`src/rtl/sar_tad_sequencer.sv`:
```
module sar_tad_sequencer #(
  parameter int unsigned OSC_HZ     = 20_000_000,
  parameter int unsigned MIN_TAD_NS = 1600,
  parameter int unsigned BITS       = 10
) (
  input  logic            clk,
  input  logic            rst_n,
  input  logic            go_set,
  input  logic [2:0]      clk_sel,
  input  logic            rc_tick_async,
  input  logic            sleep,
  input  logic            cmp_in,
  output logic [BITS-1:0] dac_code,
  output logic            busy,
  output logic            done,
  output logic [BITS-1:0] result,
  output logic            tad_too_short,
  output logic            acc_warn
);

  localparam int unsigned FRAME   = BITS + 2;
  localparam int unsigned ST_W    = $clog2(FRAME + 1);
  localparam int unsigned DIV_W   = 6;
  localparam bit          RC_FAST = OSC_HZ > 1_000_000;

  function automatic logic short_tad(input logic [2:0] s);
    longint unsigned r;
    if (&s[1:0]) return 1'b0;
    r = longint'(2) << (2 * s[1:0] + s[2]);
    return r * 64'd1_000_000_000 < longint'(MIN_TAD_NS) * longint'(OSC_HZ);
  endfunction

  logic [2:0]       sel_q;
  logic [DIV_W-1:0] div_cnt;
  logic [ST_W-1:0]  step;
  logic [2:0]       rc_sync;
  logic [BITS-1:0]  trial;

  wire              rc_mode = &sel_q[1:0];
  wire  [2:0]       shamt   = {sel_q[1:0], 1'b0} + {2'b0, sel_q[2]};
  wire  [DIV_W:0]   ratio   = (DIV_W+1)'(2) << shamt;
  wire              div_hit = div_cnt == DIV_W'(ratio - 1'b1);
  wire              rc_edge = rc_sync[1] & ~rc_sync[2];
  wire              strobe  = busy & (rc_mode ? rc_edge : div_hit);
  wire              accept  = go_set & ~busy;
  wire  [ST_W-1:0]  idx     = ST_W'(BITS) - step;

  assign dac_code = trial;

  always_ff @(posedge clk) begin
    if (!rst_n) begin
      sel_q         <= '0;
      div_cnt       <= '0;
      step          <= '0;
      rc_sync       <= '0;
      trial         <= '0;
      busy          <= 1'b0;
      done          <= 1'b0;
      result        <= '0;
      tad_too_short <= 1'b0;
      acc_warn      <= 1'b0;
    end else begin
      rc_sync <= {rc_sync[1:0], rc_tick_async};
      if (accept) begin
        busy          <= 1'b1;
        done          <= 1'b0;
        sel_q         <= clk_sel;
        div_cnt       <= '0;
        step          <= '0;
        trial         <= '0;
        tad_too_short <= short_tad(clk_sel);
        acc_warn      <= 1'b0;
      end else if (busy) begin
        div_cnt <= div_hit ? '0 : div_cnt + 1'b1;
        if (RC_FAST && rc_mode && !sleep) acc_warn <= 1'b1;
        if (strobe) begin
          step <= step + 1'b1;
          if (step == '0) begin
            trial[BITS-1] <= 1'b1;
          end else if (step <= ST_W'(BITS)) begin
            trial[idx] <= cmp_in;
            if (idx != '0) trial[idx - 1'b1] <= 1'b1;
          end else begin
            result <= trial;
            done   <= 1'b1;
            busy   <= 1'b0;
          end
        end
      end
    end
  end

  a_r1_step_in_frame: assert property (@(posedge clk) disable iff (!rst_n)
    busy |-> step < ST_W'(FRAME));

  a_r4_select_held: assert property (@(posedge clk) disable iff (!rst_n)
    busy && $past(busy) |-> $stable(sel_q));

  a_r5_go_ignored: assert property (@(posedge clk) disable iff (!rst_n)
    busy && go_set |=> $stable(sel_q) && !$rose(busy));

  a_r6_done_not_busy: assert property (@(posedge clk) disable iff (!rst_n)
    $rose(done) |-> !busy);

  a_r9_warn_rc_only: assert property (@(posedge clk) disable iff (!rst_n)
    $rose(acc_warn) |-> rc_mode);

endmodule

```
`config.mk`:
```
export PLATFORM = sky130hd
export DESIGN_NAME = sar_tad_sequencer
export DESIGN_NICKNAME = d
export VERILOG_FILES = /design/src/rtl/sar_tad_sequencer.sv
export SDC_FILE = /design/constraint.sdc
export NUM_CORES = 1
export LEC_CHECK = 0
export ABC_AREA = 1
export BUFFER_PORTS_ARGS = -buffer_cell sky130_fd_sc_hd__buf_4
export CORE_UTILIZATION = 60
export DETAILED_ROUTE_END_ITERATION = 8
export GPL_ROUTABILITY_DRIVEN = 0
export PLACE_DENSITY = 0.88
export SLEW_MARGIN = 5
export SYNTH_ARGS = -nofsm -noshare
export SYNTH_HDL_FRONTEND = slang
export SYNTH_SLANG_ARGS = --single-unit
```
`constraint.sdc`:
```
create_clock -name clk -period 17.5 [get_ports clk]
set_clock_uncertainty 0.05 [all_clocks]
set_input_delay 3.5 -clock clk [delete_from_list [all_inputs] [get_ports clk]]
set_output_delay 3.5 -clock clk [all_outputs]
set_load 0.02 [all_outputs]
```
# ---- Word level (Yosys, flattened, before mapping)
# Cells that the tools add are included.
dict set report word_totals {
  input_bits 9
  output_inout_bits 24
  wordCells 74
  ff_bits 40
}
dict set report classes {
  bitwise_logic 10
  mul 1
  reduce_logical 16
  add_sub_neg 7
  eq_ne 1
  n_lt_le_gt_ge 6
  shift 2
  mux 20
}
# op count
set op_table {}
lappend op_table {{$lt 64x35->1 const B} 1}
lappend op_table {{$mul 64x21->55 const B} 1}
lappend op_table {{$shl 2x4->64 const A} 1}
lappend op_table {{$mux 10} 2}
lappend op_table {{$mux 1} 14}
lappend op_table {{$bwmux 10} 1}
lappend op_table {{$lt 4x5->1 const B} 2}
lappend op_table {{$or 10x10->10} 1}
lappend op_table {{$demux 1 s4} 2}
lappend op_table {{$ge 4x1->1 const B} 2}
lappend op_table {{$reduce_and 2->1} 4}
lappend op_table {{$reduce_and 4->1} 2}
lappend op_table {{$add 6x1->6 const B} 1}
lappend op_table {{$eq 6x6->1} 1}
lappend op_table {{$mux 6} 1}
lappend op_table {{$not 1->1} 6}
lappend op_table {{$shl 2x3->6 const A} 1}
lappend op_table {{$sub 6x1->6 const B} 1}
lappend op_table {{$reduce_and 5->1} 1}
lappend op_table {{$add 3x1->4} 1}
lappend op_table {{$add 4x1->4 const B} 1}
lappend op_table {{$le 4x4->1 const B} 1}
lappend op_table {{$logic_not 4->1} 1}
lappend op_table {{$reduce_bool 4->1} 1}
lappend op_table {{9 further kinds} 13}

# ---- Logic depth before layout (Yosys ltp)
dict set report logic_depth {
  depth_word 10
  ltp_mapped 34
  depth_no_buf 33
}

# ---- Worst setup path before layout
# OpenSTA, ideal clock, no wires.
dict set report synth_path {
  path_type {input -> register}
  from {in clk_sel[0]}
  to {reg tad_too_short}
  path_slack_ps 8539
  t_arrival_ps 8852
  stages 28
  n_path_buf 1
  setup_ps 59
  t_required_ps 17391
  cell_sequence {buf_4 > inv_4 > nand2_8 > nor2_1 > inv_1 > fa_1 > xnor2_1 > ha_1 > fa_1 > fa_1 > inv_1 > fa_1 > inv_1 > ha_1 > ha_1 > ha_1 > nand2_1 > nor2_1 > inv_1 > nor3_1 > nand3_1 > nand4_1 > nand2_1 > nor2_1 > nand2_1 > nor2_1 > nand2_1 > nand2_1}
}
dict set report synth_between {
  elab_chain_len 5
  elab_cells_between_ends 9
  cone_classes {add/sub: 1; mul: 1; order compare: 1; shift: 1; mux: 4; reduce/logical: 1}
}
# item line
set synth_lines {}
lappend synth_lines {{start: declaration} 9} ;# input logic [2:0] clk_sel,
lappend synth_lines {{$add 3x1->4 or $reduce_and 2->1 (tied branches)} {29, 28}}
lappend synth_lines {{$shl 2x4->64 or $mux 1 (tied branches)} {29, 28}}
lappend synth_lines {{$mul 64x21->55 or $mux 1 (tied branches)} {30, 64}}
lappend synth_lines {{$lt 64x35->1 or $mux 1 (tied branches)} {30, 51}}
lappend synth_lines {{$mux 1 *} 29} ;# r = longint'(2) << (2 * s[1:0] + s[2]);
lappend synth_lines {{end signal: assignment} 71} ;# tad_too_short <= short_tad(clk_sel);
lappend synth_lines {{end: declaration} 17} ;# output logic tad_too_short,
# Mark *: on every way between the ends. The rest lies on a longest branch, timed or not. The select of a mux whose other input is x is not followed.
# A chain may end at the register's enable or synchronous reset.

# ---- Final worst setup path
dict set report layout_path {
  from {in clk_sel[1]}
  to {reg tad_too_short}
}
# The elaborated chain is that of the path after synthesis.

==> impl_metrics.yaml <==
routing:
  drt_first_pass_iters: 6
  num_vias: 5946
  wl_mm: 15.1
  vias_per_cell: 5.44
  drc: 0
  routedWlPerCell_um: 13.8
  antenna_left: 0
  first_iter_violations: 480
timing:
  tightest_slew_ns: 0.886
  fin_crit_sh: 0.530
  setup-tns-final_ns: 0
  max_freq_mhz: 108
  period_needed_ns: 9.28
  fin_ws_ns: 8.22
  setup_violations: 0
  final_max_slew_viol_count: 0
  grt_setup_unrepaired: "false"
  hold_slack_ns: 0.376
  maxSlewHeadroom: 0.407
  hold_violations: 0
critical_path:
  crit_slowest_cell: "fa_1"
  worstSetupPathType: "in -> reg"
  critPathLaunchType: "input port"
  endpoint_kind: "flop"
  crit_fanout: 10
  cp_common_cell: "nand2_1"
  critPathTopFamily: "adder cells"
  arrival_ns: 9.48
  max_stage_delay_ns: 0.56
  required_ns: 17.70
  critPathBufInv: 6
power_and_ir_drop:
  power_density_nw_per_um2: 49.9
  p_total_uw: 354
  p_leak_uw: 0.00400
  ir_drop_mv: 0.0455
floorplanning:
  chipHeight_um: 107
  io_pins: 33
  die_x_um: 107
  fp.coreArea_um2: 10500
  fp.dieArea_um2: 11400
  rows: 37
  start_util: 0.629
clocking:
  clock_sinks: 40
  post_cts_buffers: 0
  post_cts_resized: 0
  path_clk_slew_ns: 0.08
  clkLatencyLatePin_ns: 0.30
  cts_buffers: 5
  cts-root-buf: "clkbuf_8"
  h-tree-depth: 2
  cts_tree: "yes"
  cts.path.max_buffers: 2
  holdBufCountCts: 0
run:
  drv_cap: 0
synth:
  synth_simple_gate_area_frac: 0.264
  synthTopCellsByArea: "ha_1 26%, dfxtp_1 12%, fa_1 12%"
  seq_area_frac_synth: 0.121
  synth_flop_cell: "dfxtp_1"
  synthAdderAreaFrac: 0.384
  yosysWarnings: 0
  postSynthAreaPerCell_um2: 7.20
  mappedNetlistArea_um2: 6610
  ys_top_cells_by_count: "196 x nand2_1, 167 x inv_1, 139 x ha_1, 80 x nor2_1, 56 x a21oi_1"
  yosysMostFrequentCell: "nand2_1"
  ys_types: 43
  synth_top_family_by_area: "adder cells"
  netlist.area_leader.share: 0.263
  synth_compound_area_frac: 0.0927
  postSynthCellCount: 918
  synthMuxAreaShare: 0.00151
  async_flop_share: 0
  synth_top_area_cell: "ha_1"
  synth_xor_area_frac: 0.0212
  synth_edf_count: 0
  yosys_register_bits: 40
placed_design:
  hpwl_mm: 12.9
  placed_area_um2: 7000
  place_ws_ns: 7.95
  io_buffers: 32
run_status:
  status: "finished, final reports clean"
cells_and_area:
  finalInstanceArea_um2: 7090
  antenna_cells: 0
  nets: 1146
  drive_gt1_frac: 0.0992
  fill_cells: 855
  area_growth_pct: 7.15
grt:
  grt_max_degree: 14
  antenna_found_initial: 0
  grtUsageTotal: 0.287
  grt_overflow: 0
  first_global_vias: 5860
  grt_pass1_wl_mm: 26.4
min_path:
  hp-class: "reg -> reg"
-- cells in the final DEF, fill, tap and decap left out, types with 3 or more instances in the layout --
master	instances
buf_4	36
nor3_1	8
xnor2_1	6
nand2_4	6
nand3_2	3
o21ai_1	7
clkbuf_8	5
nand2_1	196
a21oi_1	56
inv_2	5
fa_1	40
nand4_1	8
nor2_1	80
or2_2	3
o21ai_0	30
conb_1	10
nor2_2	8
ha_1	139
a21o_1	6
inv_1	167
a31o_2	5
nand3_1	39
dfxtp_1	40
a31oi_1	3
nand2_2	10
nor3_2	3
nand3b_1	8
xor2_1	10
nand2_8	3
-- where the power goes --
group          leakage, uW  total [uW]  switching (uW)  internal [uW]
combinational      0.00364         200             126           74.3
sequential        0.000324        94.1            1.48           92.7
clock            0.0000400        59.3            32.4           27.0
-- tightest hold or removal path: stages (launching register included) --
cell and delay [ns]:
dfxtp_1 0.30, nand2_1 0.05, inv_1 0.03
-- final cells by class --
type	count	area, um2	area share
multi-input combinational	699	5090	0.718
clock buffer	5	68.8	0.00971
timing repair buffer	36	270	0.0381
sequential	40	801	0.113
clock inverter	2	12.5	0.00177
tap	136	170	0.0240
inverter	176	676	0.0954
-- layer usage --
layer  GRT usage  part of all wire  vias up
li1            -                 -     2997
met1       0.381              0.45     2710
met2       0.488              0.47      201
met3      0.0371             0.063       38
met4      0.0802             0.023        0
met5           0                 0        -
-- final timing paths --
kind,startpoint,end,slack (ns),cells after the start
max reg2reg,sel_q[1],dac_code[0],14.59,12
min,rc_sync[0],rc_sync[1],0.38,2
min reg2reg,rc_sync[0],rc_sync[1],0.38,2
max,clk_sel[1],tad_too_short,8.22,28
-- sequential cells by signal (all words and copies together) (netlist names) --
register / count
sel_q: 3
busy: 1
rc_sync: 3
acc_warn: 1
div_cnt: 6
result: 10
done: 1
tad_too_short: 1
dac_code: 10
step: 4
-- stage by stage --
step / instances / util
after detailed placement: 1087 / 0.667
after CTS: 1094 / 0.674
after floorplan: 926 / -
after global routing: 1094 / 0.674
final: 1094 / 0.674
after global placement: 1087 / 0.667
-- kinds of logic after synthesis --
family                     Yosys count
adders and majority gates          179
xor gates and xnor gates            16
DFF                                 40
AOI/OAI and AO/OA                  112
buffers and inverters              187
and+or+nand+nor                    381
muxes                                1
other                                2
(Power assumes the default switching activity.)
